<file path="src/rtl/srx_pkg.sv">
package srx_pkg;

    typedef enum logic [2:0] {
        S_HUNT,
        S_START,
        S_DATA,
        S_PAR,
        S_STOP,
        S_BRKWAIT
    } rx_state_t;

    localparam logic [1:0] PAR_NONE  = 2'd0;
    localparam logic [1:0] PAR_EVEN  = 2'd1;
    localparam logic [1:0] PAR_ODD   = 2'd2;
    localparam logic [1:0] PAR_FORCE = 2'd3;

    typedef struct packed {
        logic par_err;
        logic frm_err;
        logic brk;
    } rx_flags_t;

endpackage

</file>
<file path="src/rtl/srx_sync.sv">
module srx_sync #(
    parameter int STAGES = 2
) (
    input  logic clk,
    input  logic rst_n,
    input  logic d_in,
    output logic q_out
);
    logic [STAGES-1:0] chain_q;

    always_ff @(posedge clk or negedge rst_n) begin
        if (!rst_n) begin
            chain_q <= '1;
        end else begin
            chain_q <= {chain_q[STAGES-2:0], d_in};
        end
    end

    assign q_out = chain_q[STAGES-1];
endmodule

</file>
<file path="src/rtl/srx_frame_fsm.sv">
module srx_frame_fsm
    import srx_pkg::*;
#(
    parameter int OVS    = 16,
    parameter int DATA_W = 8
) (
    input  logic              clk,
    input  logic              rst_n,
    input  logic              tick,
    input  logic              rx,
    input  logic [1:0]        cfg_len,
    input  logic [1:0]        cfg_par,
    input  logic              cfg_force,
    output logic              push,
    output logic [DATA_W-1:0] push_data,
    output rx_flags_t         push_flags,
    output logic              brk_end
);
    localparam int CNT_W    = $clog2(OVS);
    localparam int IDX_W    = $clog2(DATA_W);
    localparam int MIN_BITS = DATA_W - 3;
    localparam logic [CNT_W-1:0] MID_CNT = CNT_W'(OVS / 2 - 1);
    localparam logic [CNT_W-1:0] END_CNT = CNT_W'(OVS - 1);

    rx_state_t         state_q, state_d;
    logic [CNT_W-1:0]  cnt_q;
    logic [IDX_W-1:0]  idx_q;
    logic [DATA_W-1:0] sh_q;
    logic              parbit_q;

    logic              at_mid, at_end, par_en, is_brk, exp_par;
    logic [IDX_W-1:0]  last_idx, shamt;

    assign at_mid   = (cnt_q == MID_CNT);
    assign at_end   = (cnt_q == END_CNT);
    assign par_en   = (cfg_par != PAR_NONE);
    assign last_idx = IDX_W'(MIN_BITS - 1) + IDX_W'(cfg_len);
    assign shamt    = IDX_W'(DATA_W - MIN_BITS) - IDX_W'(cfg_len);
    assign is_brk   = (sh_q == '0) && !parbit_q && !rx;

    always_comb begin
        unique case (cfg_par)
            PAR_EVEN: exp_par = ^sh_q;
            PAR_ODD:  exp_par = ~^sh_q;
            PAR_FORCE: exp_par = cfg_force;
            default:  exp_par = 1'b0;
        endcase
    end

    // next-state logic
    always_comb begin
        state_d = state_q;
        unique case (state_q)
            S_HUNT:    if (tick && !rx) state_d = S_START;
            S_START:   if (tick && at_mid) state_d = rx ? S_HUNT : S_DATA;
            S_DATA:    if (tick && at_end && idx_q == last_idx)
                           state_d = par_en ? S_PAR : S_STOP;
            S_PAR:     if (tick && at_end) state_d = S_STOP;
            S_STOP:    if (tick && at_end) state_d = is_brk ? S_BRKWAIT : S_HUNT;
            S_BRKWAIT: if (tick && rx) state_d = S_HUNT;
            default:   state_d = S_HUNT;
        endcase
    end

    // state register
    always_ff @(posedge clk or negedge rst_n) begin
        if (!rst_n) state_q <= S_HUNT;
        else        state_q <= state_d;
    end

    // datapath and outputs
    always_ff @(posedge clk or negedge rst_n) begin
        if (!rst_n) begin
            cnt_q      <= '0;
            idx_q      <= '0;
            sh_q       <= '0;
            parbit_q   <= 1'b0;
            push       <= 1'b0;
            push_data  <= '0;
            push_flags <= '0;
            brk_end    <= 1'b0;
        end else begin
            push    <= 1'b0;
            brk_end <= 1'b0;
            if (tick) begin
                unique case (state_q)
                    S_HUNT: begin
                        cnt_q    <= '0;
                        idx_q    <= '0;
                        sh_q     <= '0;
                        parbit_q <= 1'b0;
                    end
                    S_START: begin
                        cnt_q <= at_mid ? '0 : cnt_q + 1'b1;
                    end
                    S_DATA: begin
                        cnt_q <= cnt_q + 1'b1;
                        if (at_end) begin
                            sh_q  <= {rx, sh_q[DATA_W-1:1]};
                            idx_q <= idx_q + 1'b1;
                        end
                    end
                    S_PAR: begin
                        cnt_q <= cnt_q + 1'b1;
                        if (at_end) parbit_q <= rx;
                    end
                    S_STOP: begin
                        cnt_q <= cnt_q + 1'b1;
                        if (at_end) begin
                            push               <= 1'b1;
                            push_data          <= sh_q >> shamt;
                            push_flags.brk     <= is_brk;
                            push_flags.frm_err <= !rx && !is_brk;
                            push_flags.par_err <= par_en && (parbit_q != exp_par) && !is_brk;
                        end
                    end
                    S_BRKWAIT: begin
                        if (rx) brk_end <= 1'b1;
                    end
                    default: cnt_q <= '0;
                endcase
            end
        end
    end

    AST_FALSE_START_DROP: assert property (@(posedge clk) disable iff (!rst_n)
        (state_q == S_START && tick && at_mid && rx) |=> (state_q == S_HUNT && !push));
    AST_BRK_CLEAN_FLAGS: assert property (@(posedge clk) disable iff (!rst_n)
        (push && push_flags.brk) |-> (push_data == '0 && !push_flags.frm_err && !push_flags.par_err));
    AST_BRK_HOLDS_LOW: assert property (@(posedge clk) disable iff (!rst_n)
        (state_q == S_BRKWAIT && !rx) |=> (state_q == S_BRKWAIT && !push));
    AST_BRK_END_ONE: assert property (@(posedge clk) disable iff (!rst_n)
        brk_end |=> !brk_end);
endmodule

</file>
<file path="src/rtl/srx_hold.sv">
module srx_hold
    import srx_pkg::*;
#(
    parameter int DATA_W = 8
) (
    input  logic              clk,
    input  logic              rst_n,
    input  logic              push,
    input  logic [DATA_W-1:0] push_data,
    input  rx_flags_t         push_flags,
    input  logic              rd_ack,
    output logic              valid_q,
    output logic [DATA_W-1:0] data_q,
    output rx_flags_t         flags_q,
    output logic              ovr_q
);
    logic room;
    assign room = !valid_q || rd_ack;

    always_ff @(posedge clk or negedge rst_n) begin
        if (!rst_n) begin
            valid_q <= 1'b0;
            data_q  <= '0;
            flags_q <= '0;
            ovr_q   <= 1'b0;
        end else if (push && room) begin
            valid_q <= 1'b1;
            data_q  <= push_data;
            flags_q <= push_flags;
            ovr_q   <= 1'b0;
        end else if (push) begin
            ovr_q   <= 1'b1;
        end else if (rd_ack) begin
            valid_q <= 1'b0;
            ovr_q   <= 1'b0;
        end
    end

    AST_OVR_KEEPS_DATA: assert property (@(posedge clk) disable iff (!rst_n)
        (valid_q && push && !rd_ack) |=> (ovr_q && data_q == $past(data_q)));
    AST_READ_CLEARS: assert property (@(posedge clk) disable iff (!rst_n)
        (rd_ack && !push) |=> !valid_q);
    AST_PUSH_SETS_VALID: assert property (@(posedge clk) disable iff (!rst_n)
        push |=> valid_q);
endmodule

</file>
<file path="src/rtl/uart_rx_breakdet.sv">
module uart_rx_breakdet
    import srx_pkg::*;
#(
    parameter int OVS         = 16,
    parameter int DATA_W      = 8,
    parameter int SYNC_STAGES = 2
) (
    input  logic              clk,
    input  logic              rst_n,
    input  logic              tick16_en,
    input  logic              rxd_in,
    input  logic [1:0]        cfg_len,
    input  logic [1:0]        cfg_par,
    input  logic              cfg_par_force,
    input  logic              rd_ack,
    output logic              rx_valid,
    output logic [DATA_W-1:0] rx_data,
    output logic              rx_par_err,
    output logic              rx_frm_err,
    output logic              rx_brk,
    output logic              rx_overrun,
    output logic              brk_start,
    output logic              brk_end
);
    logic              rx_s;
    logic              push;
    logic [DATA_W-1:0] push_data;
    rx_flags_t         push_flags;
    rx_flags_t         held_flags;

    srx_sync #(.STAGES(SYNC_STAGES)) u_sync (
        .clk   (clk),
        .rst_n (rst_n),
        .d_in  (rxd_in),
        .q_out (rx_s)
    );

    srx_frame_fsm #(.OVS(OVS), .DATA_W(DATA_W)) u_fsm (
        .clk        (clk),
        .rst_n      (rst_n),
        .tick       (tick16_en),
        .rx         (rx_s),
        .cfg_len    (cfg_len),
        .cfg_par    (cfg_par),
        .cfg_force  (cfg_par_force),
        .push       (push),
        .push_data  (push_data),
        .push_flags (push_flags),
        .brk_end    (brk_end)
    );

    srx_hold #(.DATA_W(DATA_W)) u_hold (
        .clk        (clk),
        .rst_n      (rst_n),
        .push       (push),
        .push_data  (push_data),
        .push_flags (push_flags),
        .rd_ack     (rd_ack),
        .valid_q    (rx_valid),
        .data_q     (rx_data),
        .flags_q    (held_flags),
        .ovr_q      (rx_overrun)
    );

    assign brk_start  = push && push_flags.brk;
    assign rx_par_err = held_flags.par_err;
    assign rx_frm_err = held_flags.frm_err;
    assign rx_brk     = held_flags.brk;

    AST_BRK_PULSE_ONE: assert property (@(posedge clk) disable iff (!rst_n)
        brk_start |=> !brk_start);
endmodule

</file>
<file path="config.mk">
export PLATFORM = sky130hd
export DESIGN_NAME = uart_rx_breakdet
export DESIGN_NICKNAME = d
export VERILOG_FILES = /design/src/rtl/srx_pkg.sv /design/src/rtl/srx_sync.sv /design/src/rtl/srx_frame_fsm.sv /design/src/rtl/srx_hold.sv /design/src/rtl/uart_rx_breakdet.sv
export SDC_FILE = /design/constraint.sdc
export NUM_CORES = 1
export LEC_CHECK = 0
export ABC_AREA = 1
export BUFFER_PORTS_ARGS = -buffer_cell sky130_fd_sc_hd__buf_2
export CAP_MARGIN = 20
export CORE_AREA = 2 2 93 95
export CTS_CLUSTER_DIAMETER = 100
export DETAILED_ROUTE_END_ITERATION = 7
export DIE_AREA = 0 0 95 97
export GPL_ROUTABILITY_DRIVEN = 0
export GPL_TIMING_DRIVEN = 0
export HOLD_SLACK_MARGIN = 0.1
export PLACE_DENSITY_LB_ADDON = 0.1
export SYNTH_ARGS = -nofsm -noshare
export SYNTH_HDL_FRONTEND = slang
export SYNTH_SLANG_ARGS = --single-unit
</file>
<file path="constraint.sdc">
create_clock -name clk -period 2.55 [get_ports clk]
set_input_delay 0 -clock clk [delete_from_list [all_inputs] [get_ports clk]]
set_output_delay 0 -clock clk [all_outputs]
set_load 0.02 [all_outputs]
</file>
==> metrics.txt <==
worst skew pair latency=0.31 ns; Worst setup startpoint=u_fsm.sh_q[4]$_DFFE_PN0P_; reg-to-reg critical path endpoint=u_fsm.state_q[0]$_DFFE_PN0P_; worst vdd ir=193 uV; Setup Total Neg Slack=0 ns; clk sinks=47; Core Footprint=0.00813 mm^2; Synth Flop Type=dfrtp_1; Synth warnings=0; P_sw=0.598 mW; layout cells sized above 1=0.203; number of unique standard cell types used by synthesis=33; unrepaired setup endpoints after global routing=false; total CTS buffers=5; I/O Pins=25; CTS tree=built; DRT Pass-1 Iters=4; Async SR Flop Fraction=1.00; # port buffers=22; Slowest-stage cell, CP=dfrtp_1; CP required=2.80 ns; fin area=0.00284 mm^2; Slew @ Worst Pin=0.432 ns; Post-Syn Instances=294; H-Tree Depth=2; Tmin final=1.63 ns; Clock Power Share=0.285; vias=1,950; full die area=0.00922 mm^2; CP max FO=4; clock-pin slew on the worst setup and hold paths=0.10 ns; Finished Layout Cells=435; CP Data Arrival Time=1.88 ns; cells on worst reg2reg path=10; Net Sw Frac=0.342; FMAX=615 MHz; Final setup viols=0; power per cell area=616 mW/mm^2; Slew HR=0.712; Seq/Total Area, Yosys=0.485; gr ovfl total=0; Post-Syn Nets=310; Syn-to-layout area delta=16.9%; CTS Root Cell=clkbuf_8; Cells after DPL=422; reg2reg setup slack=0.92 ns; largest net degree at the start of global routing=32; CP most frequent cell=nand2_1; CP Class=reg2reg; P_int=1.15 mW; routed vias/inst=4.48; placed cell areas=0.00269 mm^2; die height=97 um; Reg power frac=0.480; crit start category=register; Rows=33; Final period util=0.638; Avg Cell Area, Syn=8.26 um^2; Max clock buf depth=2; initial antenna violation count=0; mapped cell area=0.00243 mm^2; Worst Hold Class=in2reg; vias in the first global route=1,892; Tot Pwr=1.75 mW; first-pass GRT wire length=8970 um; Layout Nets=345; final wirelength=5180 um; Final Slew Violations=0; status=completed; Critical Path Max Stage Delay=0.38 ns; Total GRT Usage=0.122; antenna diode count=0; crit path capture=u_fsm.state_q[0]$_DFFE_PN0P_; Final Hold Fails=0; Leak=1.48 nW; Final ANT Viol Nets=0; # DRC=0; Die Wd=95 um; reg-to-reg startpoint=u_fsm.sh_q[4]$_DFFE_PN0P_; Crit. End Element=register; Initial Util=0.299; Max Clock Skew=0.00760 ns; #FFs+latches synth=47; post-DP HPWL=3900 um; Avg WL per Cell=11.9 um; EDFF count, synth=0; Initial DRC Count=90; worst path cell trace=inv_1, ha_1, nand2_1, inv_1, nand4_1, nor2_1, nand2_1, nand3b_1, nand3_1, nand2_1; Comb power frac=0.235; Max-Cap Viols=0
## cells in the mapped netlist, types with 2 or more instances
master / n / share of area
buf_2: 3 / 0.0062
nand3_1: 15 / 0.031
a21oi_2: 3 / 0.011
dfrtp_1: 45 / 0.46
nand2_4: 3 / 0.014
o21ai_1: 2 / 0.0041
inv_1: 32 / 0.049
nand4_1: 6 / 0.015
ha_1: 6 / 0.031
nor2_4: 4 / 0.019
nor2_1: 16 / 0.025
a21oi_1: 6 / 0.012
nor3_2: 2 / 0.0082
nand2_2: 3 / 0.0077
nand2_1: 86 / 0.13
nor2_2: 2 / 0.0051
dfstp_2: 2 / 0.022
inv_2: 8 / 0.012
o21ai_2: 3 / 0.011
o22ai_1: 7 / 0.018
buf_6: 2 / 0.0093
o21ai_0: 27 / 0.056
## cells in the final DEF, fill, tap and decap left out, types with 3 or more instances in the layout
| cell | netlist | routed |
|---|---|---|
| ha_1 | 6 | 6 |
| nand4_1 | 6 | 6 |
| buf_2 | 3 | 25 |
| dlygate4sd3_1 | 0 | 5 |
| nand2_1 | 86 | 86 |
| nand2_4 | 3 | 3 |
| nand2_2 | 3 | 3 |
| nor2_4 | 4 | 4 |
| clkbuf_8 | 0 | 6 |
| inv_2 | 8 | 8 |
| nor2_1 | 16 | 16 |
| o21ai_2 | 3 | 3 |
| a21oi_2 | 3 | 3 |
| inv_1 | 32 | 32 |
| nand3_1 | 15 | 15 |
| a21oi_1 | 6 | 6 |
| o21ai_0 | 27 | 27 |
| o22ai_1 | 7 | 7 |
| dfrtp_1 | 45 | 45 |
## worst max-delay path, delay by kind of cell (launching register included)
kind,cells,cell delay (ns)
fa+ha+maj,1,0.16
buf+inv,2,0.18
flops,1,0.38
simple gates,7,0.85
## state kept, by name, summed over array words and instances (netlist names), 3 cells and up
name              count
u_hold.data_q         8
u_fsm.push_data       8
u_fsm.idx_q           3
u_fsm.sh_q            8
u_hold.flags_q        3
u_fsm.push_flags      3
u_fsm.cnt_q           4
u_fsm.state_q         3
## final cells by class
class	count	area, um^2
inverter	40	150
buffer	6	41.3
sequential	47	1180
timing repair buffer	28	180
clock buffer	6	82.6
clock inverter	2	16.3
fill	851	5290
tap	105	131
multi-input combinational	201	1060
## metrics by stage
step	setup WS, ns	util	hold WS [ns]
detailed placement	0.946	0.331	-0.0356
floorplan	1.17	-	-0.296
CTS	0.929	0.349	0.132
finish	0.923	0.349	0.143
global route	0.700	0.349	0.180
global placement	0.947	0.328	0.108
## routing by layer
| metal | up-vias | GRT usage | wire length, um |
|---|---|---|---|
| met1 | 893 | 0.173 | 2690 |
| li1 | 1023 | - | - |
| met3 | 4 | 0.0265 | 163 |
| met2 | 30 | 0.186 | 2270 |
| met4 | 0 | 0.0368 | 63 |
| met5 | - | 0 | 0 |
## worst min-delay path by stage
stage	startpoint	end	slack (ns)	cells after the start
floorplan	rst_n	u_fsm.brk_end$_DFF_PN0_	-0.30	0
CTS	cfg_par_force	u_fsm.push_flags[2]$_DFFE_PN0P_	0.13	5
detailed placement	rst_n	u_hold.data_q[3]$_DFFE_PN0P_	-0.04	1
global route	rst_n	u_hold.data_q[3]$_DFFE_PN0P_	0.18	2
global placement	rxd_in	u_sync.chain_q[0]$_DFF_PN1_	0.11	1
finish	cfg_par_force	u_fsm.push_flags[2]$_DFFE_PN0P_	0.14	5
## cell families (layout without fill, tap and decap cells)
group                      Yosys count  in the layout  share of synthesized area
and+or+nand+nor                    140            140                      0.271
AOI/OAI and AO/OA                   53             53                      0.127
DFF                                 47             47                      0.485
buffers and inverters               46             82                     0.0788
adders and majority gates            6              6                     0.0309
xor gates and xnor gates             2              2                    0.00721
## power groups by stage
stage                     registers, mW  logic, mW  clock network, mW
after floorplan                   0.841      0.317                  0
after global placement            0.855      0.401                  0
after detailed placement          0.854      0.406                  0
after CTS                         0.840      0.412              0.514
after global routing              0.848      0.464              0.541
final                             0.840      0.411              0.499
## timing repair
item | in CTS | in global routing
hold endpoints to repair | 56 | 0
setup buffers | 0 | 0
resized for setup | 0 | 0
hold buffers | 5 | 0
Power figures use the tool's default switching activity.
